## src/rtl/gf_tower_pkg.sv

```systemverilog
package gf_tower_pkg;

    localparam int HALF_W = 6;
    localparam int FULL_W = 2 * HALF_W;

    // x^6 + x + 1, with the x^6 term dropped
    localparam logic [HALF_W-1:0] GF64_POLY_LOW = 6'h03;
    // y^2 = y + EXT_CONST
    localparam logic [HALF_W-1:0] EXT_CONST = 6'h21;
    localparam logic [FULL_W-1:0] GEN_CONST = 12'hE01;
    localparam logic [FULL_W-1:0] FIELD_ONE = 12'h001;

    typedef logic [HALF_W-1:0] half_t;
    typedef logic [FULL_W-1:0] full_t;

    typedef struct packed {
        half_t hi;
        half_t lo;
    } tower_t;

    typedef enum logic {
        OP_MUL  = 1'b0,
        OP_STEP = 1'b1
    } op_e;

    // multiply by x with reduction
    function automatic half_t gf64_xtime(input half_t v);
        half_t r;
        r = {v[HALF_W-2:0], 1'b0};
        if (v[HALF_W-1])
            r = r ^ GF64_POLY_LOW;
        return r;
    endfunction

    // shift-and-add product over HALF_W steps
    function automatic half_t gf64_mul(input half_t x, input half_t y);
        half_t acc;
        half_t sh;
        acc = '0;
        sh  = y;
        for (int i = 0; i < HALF_W; i++) begin
            if (x[i])
                acc = acc ^ sh;
            sh = gf64_xtime(sh);
        end
        return acc;
    endfunction

endpackage

```

## src/rtl/gf64_mult.sv

```systemverilog
module gf64_mult
    import gf_tower_pkg::*;
(
    input  half_t x,
    input  half_t y,
    output half_t z
);
    assign z = gf64_mul(x, y);
endmodule

```

## src/rtl/gf_tower_core.sv

```systemverilog
module gf_tower_core
    import gf_tower_pkg::*;
(
    input  tower_t a,
    input  tower_t b,
    output tower_t p
);
    half_t sum_a, sum_b;
    half_t p_mid, p_low, p_high, p_scaled;

    assign sum_a = a.hi ^ a.lo;
    assign sum_b = b.hi ^ b.lo;

    gf64_mult u_mid   (.x(sum_a),  .y(sum_b),     .z(p_mid));
    gf64_mult u_low   (.x(a.lo),   .y(b.lo),      .z(p_low));
    gf64_mult u_high  (.x(a.hi),   .y(b.hi),      .z(p_high));
    gf64_mult u_scale (.x(p_high), .y(EXT_CONST), .z(p_scaled));

    assign p.hi = p_mid ^ p_low;
    assign p.lo = p_scaled ^ p_low;
endmodule

```

## src/rtl/gf4096_tower_mult.sv

```systemverilog
module gf4096_tower_mult
    import gf_tower_pkg::*;
#(
    parameter bit REG_OUT = 1'b1
) (
    input  logic              clk,
    input  logic              rst,
    input  logic              in_valid,
    input  logic              in_step,
    input  logic [FULL_W-1:0] in_a,
    input  logic [FULL_W-1:0] in_b,
    output logic              out_valid,
    output logic [FULL_W-1:0] out_prod
);
    op_e    op;
    tower_t opnd_a, opnd_b, core_p;
    full_t  result;
    logic   step_zero;

    assign op        = op_e'(in_step);
    assign opnd_a    = tower_t'(in_a);
    assign opnd_b    = (op == OP_STEP) ? tower_t'(GEN_CONST) : tower_t'(in_b);
    assign step_zero = (op == OP_STEP) && (in_a == '0);

    gf_tower_core u_core (.a(opnd_a), .b(opnd_b), .p(core_p));

    assign result = step_zero ? FIELD_ONE : full_t'(core_p);

    generate
        if (REG_OUT) begin : g_reg
            always_ff @(posedge clk) begin
                if (rst) begin
                    out_valid <= 1'b0;
                    out_prod  <= '0;
                end else begin
                    out_valid <= in_valid;
                    if (in_valid)
                        out_prod <= result;
                end
            end
        end else begin : g_comb
            assign out_valid = in_valid;
            assign out_prod  = result;
        end
    endgenerate
endmodule

```

## config.mk

```make
export PLATFORM = sky130hd
export DESIGN_NAME = gf4096_tower_mult
export DESIGN_NICKNAME = d
export VERILOG_FILES = /design/src/rtl/gf_tower_pkg.sv /design/src/rtl/gf64_mult.sv /design/src/rtl/gf_tower_core.sv /design/src/rtl/gf4096_tower_mult.sv
export SDC_FILE = /design/constraint.sdc
export NUM_CORES = 1
export LEC_CHECK = 0
export ABC_CLOCK_PERIOD_IN_PS = 2100
export BUFFER_PORTS_ARGS = -buffer_cell sky130_fd_sc_hd__clkbuf_2
export CAP_MARGIN = 20
export CORE_MARGIN = 5
export CORE_UTILIZATION = 54
export CTS_BUF_LIST = sky130_fd_sc_hd__clkbuf_8
export CTS_CLUSTER_DIAMETER = 200
export DETAILED_ROUTE_END_ITERATION = 8
export PLACE_DENSITY = 0.85
export SKIP_LAST_GASP = 1
export SYNTH_ARGS = -nofsm -noshare
export SYNTH_HDL_FRONTEND = slang
export SYNTH_SLANG_ARGS = --single-unit
```

## constraint.sdc

```tcl
create_clock -name clk -period 2.1 [get_ports clk]
set_input_delay 0.21 -clock clk [delete_from_list [all_inputs] [get_ports clk]]
set_output_delay 0.21 -clock clk [all_outputs]
set_load 0.005 [all_outputs]
```

Word level (Yosys, flattened, before mapping)
Index checks and enable logic that the tools add are counted.
- input bits: 28
- register bits after elaboration: 13
- reduce and logical (&&, ||, !) cells: 2
- bitwise logic cells: 39
- multiplexer cells: 41
- operators by type and width (kind ; number):
    $mux 6 ; 19
    $xor 6x6->6 ; 19
    $mux 2 ; 16
    $not 2->2 ; 15
    $mux 12 ; 2
    $logic_not 12->1 ; 1
    $mux 5 ; 1
    $not 1->1 ; 5
    $mux 4 ; 1
    $mux 3 ; 1
    $logic_and 1x1->1 ; 1
    $mux 1 ; 1

Depth between registers and ports, before layout
- depth in word-level cells: 22
- depth in mapped cells: 10
- mapped depth without buffers: 8

Modules after synthesis
From an unflattened synthesis, not the netlist that was laid out.
- cells, all modules: 404
- area total of the unflattened synthesis: 2959.1 um^2
- modules (own cells, without submodules) (module ; times used ; area each (um^2) ; seq. area each (um^2) ; cells an instance):
    gf64_mult ; 4 ; 549.3 ; 0.0 ; 82
    gf4096_tower_mult ; 1 ; 544.3 ; 260.2 ; 50
    gf_tower_core ; 1 ; 217.7 ; 0.0 ; 26

Least setup slack after synthesis
No wires, ideal clock.
- path kind: input port to flip-flop
- start point: input in_b[7]
- end point: register out_prod[7]
- arrival time: 1876 ps
- setup slack: 107 ps
- stages: 10
- required time: 1983 ps
- setup time: 117 ps
- path through: buf_4 > xnor2_1 > or2_1 > clkbuf_1 > mux2i_1 > nand2_1 > o21ai_0 > xnor3_1 > xnor2_1 > a32o_1
- cells in the longest elaborated chain, start to end: 15
- elaborated cells between the ends (all ways): 16
- those cells by class: mux: 9; bitwise: 7
- RTL lines (element ; line ; RTL):
    from (decl) ; gf4096_tower_mult.sv:11 ; input logic [FULL_W-1:0] in_b,
    $mux 12 (*) ; gf4096_tower_mult.sv:22 ; assign opnd_b = (op == OP_STEP) ? tower_t'(GEN_CONST) : tower_t'(in_b);
    $xor 6x6->6 (*) ; gf_tower_core.sv:12 ; assign sum_b = b.hi ^ b.lo;
    $mux 6 ; gf_tower_pkg.sv:42 ; if (x[i])
    $xor 6x6->6 ; gf_tower_pkg.sv:43 ; acc = acc ^ sh;
    $mux 6 ; gf_tower_pkg.sv:42 ;
    $xor 6x6->6 ; gf_tower_pkg.sv:43 ;
    $mux 6 ; gf_tower_pkg.sv:42 ;
    $xor 6x6->6 ; gf_tower_pkg.sv:43 ;
    $mux 6 ; gf_tower_pkg.sv:42 ;
    $xor 6x6->6 ; gf_tower_pkg.sv:43 ;
    $mux 6 ; gf_tower_pkg.sv:42 ;
    $xor 6x6->6 ; gf_tower_pkg.sv:43 ;
    $mux 6 (*) ; gf_tower_pkg.sv:42 ;
    $xor 6x6->6 (*) ; gf_tower_core.sv:19 ; assign p.hi = p_mid ^ p_low;
    $mux 12 (*) ; gf4096_tower_mult.sv:27 ; assign result = step_zero ? FIELD_ONE : full_t'(core_p);
    to (signal assigned) ; gf4096_tower_mult.sv:38 ; out_prod <= result;
    to (decl) ; gf4096_tower_mult.sv:13 ; output logic [FULL_W-1:0] out_prod
Every way passes the cells marked *; elsewhere a longest branch is shown, timed or not.
A chain may end at the register's enable or synchronous reset.

Worst setup path after layout
- start point: input in_b[5]
- end point: register out_prod[1]
- cells in the longest elaborated chain, start to end: 14
- elaborated cells between the ends (all ways): 16
- those cells by class: mux: 9; bitwise: 7
- RTL lines (element ; line ; RTL):
    $mux 12 (*) ; gf4096_tower_mult.sv:22 ;
    $mux 2 (*) ; gf_tower_pkg.sv:30 ; if (v[HALF_W-1])
    $xor 6x6->6 / $not 2->2 (equally long branches) ; n/a ;
    $mux 6 / $mux 2 (equally long branches) ; gf_tower_pkg.sv:42, gf_tower_pkg.sv:30 ;
    $xor 6x6->6 ; gf_tower_pkg.sv:43 ;
    $mux 6 (*) ; gf_tower_pkg.sv:42 ;
    $xor 6x6->6 ; gf_tower_pkg.sv:43 ;
    $mux 6 (*) ; gf_tower_pkg.sv:42 ;
    $xor 6x6->6 ; gf_tower_pkg.sv:43 ;
    $mux 6 (*) ; gf_tower_pkg.sv:42 ;
    $xor 6x6->6 ; gf_tower_pkg.sv:43 ;
    $mux 6 (*) ; gf_tower_pkg.sv:42 ;
    $xor 6x6->6 (*) ; gf_tower_core.sv:20 ; assign p.lo = p_scaled ^ p_low;
    $mux 12 (*) ; gf4096_tower_mult.sv:27 ;
Marked as above.

==> flow_metrics.py <==
metrics = {
    "global_routing": {
        "grt.total_usage_pct": 23.5,
        "antenna_found_initial": 0,
        "grt_pass1_vias": 2613,
        "grt_pass1_wl_mm": 12.0,
        "grt_max_degree": 19,
        "grt_overflow": 0,
    },
    "final_layout": {
        "fill_cells": 423,
        "areaGrowthSynthToFinish_pct": 20.5,
        "num_antenna_cells": 0,
        "final_util_pct": 67.4,
        "nNetsFinal": 474,
        "drive_above_1_share_pct": 22.9,
        "fin_area_um2": 3180,
    },
    "synthesis": {
        "ys_ff_latch": 13,
        "synthArstFlopShare_pct": 0,
        "syn-num-nets": 409,
        "syn_area_um2": 2640,
        "netlist_instances": 381,
        "yosys.area.top_type": "xnor2_1",
        "synth_top_area_share_pct": 26.2,
        "synth.area.top_cells": "xnor2_1 26%, dfxtp_1 9.8%, nand2_1 9.7%",
        "synth.top_cells.by_count": "79 x xnor2_1, 68 x nand2_1, 35 x nor2_1, 25 x xor2_1",
        "yosys_warnings": 0,
        "yosysSeqAreaShare_pct": 9.85,
        "ys.flop_type": "dfxtp_1",
        "synth_edf_count": 0,
        "avgSynthCellArea_um2": 6.94,
        "synth_cell_type_count": 43,
        "yosys.cell_count.top_type": "xnor2_1",
    },
    "power": {
        "internal-power_mw": 1.05,
        "p_comb_share_pct": 68.7,
        "seq_power_share_pct": 18.8,
        "pwr_density_cell_nw_per_um2": 552,
        "clockPowerShare_pct": 12.4,
        "total_power_mw": 1.76,
        "p_leak_nw": 1.37,
        "ir_drop_uv": 299,
        "p_switching_uw": 713,
        "swShare_pct": 40.5,
    },
    "timing": {
        "final_hold_viol_count": 0,
        "period_minus_slack_ns": 1.94,
        "slew_headroom_pct": 63.5,
        "worst_hold_slack_ns": 0.191,
        "worst_pin_slew_ns": 0.546,
        "min_period_over_period_pct": 92.2,
        "fmax_mhz": 517,
        "setup-tns-final_ns": 0,
        "drv_slew": 0,
        "finalSetupViolations": 0,
        "rsz0062_at_grt": "no",
        "skew_ns": 0,
    },
    "placement": {
        "numPortBuffers": 40,
        "post_dp_cell_area_um2": 3140,
        "hpwl_mm": 6.04,
        "globalplace.congestion": 0.957,
    },
    "hold_path": {
        "min_from": "rst",
        "hold_path_class": "primary input to flop",
    },
    "routing": {
        "drc": 0,
        "routedWlPerCell_um": 14.4,
        "via_per_inst": 5.51,
        "dr.pass1.iters": 4,
        "drt_iter0_markers": 204,
        "ant_nets": 0,
        "finalWirelength_mm": 7.38,
        "via_count": 2821,
    },
    "cts": {
        "cts.reportedPaths.clkPinSlew_ns": 0.05,
        "tritoncts": "done",
        "insertion_delay_ns": 0.25,
        "holdBufCountCts": 0,
        "htreeDepth": 1,
        "cts_root_buffer": "clkbuf_8",
        "cts_sinks": 13,
        "cts_buffers": 3,
        "ctsResizeCount": 0,
        "clockBufferDepth": 2,
        "post-cts-setup-buffers": 0,
    },
    "floorplan": {
        "design.die.area_um2": 6390,
        "ioPinCount": 41,
        "die_y_um": 80.0,
        "initial_core_util_pct": 55.9,
        "die_x_um": 80.0,
        "coreArea_um2": 4720,
        "rows": 25,
    },
    "job": {
        "max_cap_viol_count": 0,
    },
    "worst_setup_path": {
        "required_ns": 2.23,
        "worstPathArrival_ns": 2.06,
        "path_max_fanout": 6,
        "worst_setup_path_start_kind": "primary input",
        "setup.worst_path.start": "in_b[5]",
        "r2r_start": "out_prod[4]",
        "endpoint_kind": "flop",
        "crit_type": "primary input to flop",
    },
    "outcome": {
        "outcome": "completed",
    },
}
==> path summary, 6_finish.rpt <==
| path | to | depth (start not counted) | slack (ns) |
|---|---|---|---|
| max | out_prod[1] | 10 | 0.16 |
| min | out_prod[4] | 2 | 0.19 |
| max reg2reg | out_prod[4] | 3 | 1.39 |
| min reg2reg | out_prod[3] | 2 | 0.45 |
==> metrics by stage <==
| step | setup slack, ns | cells |
|---|---|---|
| 3_3_place_gp | 0.00962 | 508 |
| 3_5_place_dp | -0.0722 | 508 |
| 4_1_cts | 0.187 | 512 |
| 6_report | 0.164 | 512 |
| 5_1_grt | 0.0512 | 512 |
| 2_1_floorplan | 0.107 | 381 |
==> area by class of cell <==
cell class | count | area, um2 | share of cell area (%)
clock buffer | 3 | 41.3 | 1.30
clock inverter | 1 | 3.75 | 0.118
inverter | 5 | 18.8 | 0.589
multi-input combinational | 331 | 2190 | 68.6
sequential | 13 | 260 | 8.17
tap | 67 | 83.8 | 2.63
timing repair buffer | 92 | 591 | 18.5
==> power by group through the flow <==
stage | Sequential (mW) | Clock (mW) | Combinational (mW)
after floorplan | 0.341 | 0 | 0.837
after global placement | 0.333 | 0 | 1.17
after detailed placement | 0.337 | 0 | 1.20
after CTS | 0.332 | 0.222 | 1.20
after global routing | 0.338 | 0.226 | 1.31
final | 0.331 | 0.219 | 1.21
==> layer usage <==
layer	routed length, um	GRT usage (%)	up-vias
met2	3540	40.6	127
met1	3150	30.7	1299
met4	85	6.25	0
met5	0	0	-
met3	604	2.37	7
li1	-	-	1388
==> state kept, by name, indices dropped and copies added (netlist names) <==
register and flops:
out_valid 1, out_prod 12
==> placed cells by master (no fill, tap or decap), types with 13 or more instances in the layout <==
cell type / count
buf_4: 52
nand2_1: 68
xor2_1: 25
a21oi_1: 23
o21ai_0: 23
dfxtp_1: 13
clkbuf_2: 40
xnor2_1: 79
nor2_1: 35
==> kinds of logic after synthesis <==
logic type	share of synthesized area (%)
AND/OR/NAND/NOR	23.1
buffers and inverters	7.43
multiplexers	3.55
XOR/XNOR	40.0
AO/OA/AOI/OAI	16.1
flip-flops	9.85
==> worst max-delay path: stages <==
cell	delay [ns]
clkbuf_2	0.15
xnor2_1	0.27
nand2_1	0.16
and2_1	0.20
xnor3_1	0.35
xnor2_1	0.14
buf_4	0.15
xnor2_1	0.19
xnor2_1	0.14
o21ai_0	0.09
Note: power is estimated with default switching activity, not from simulation.
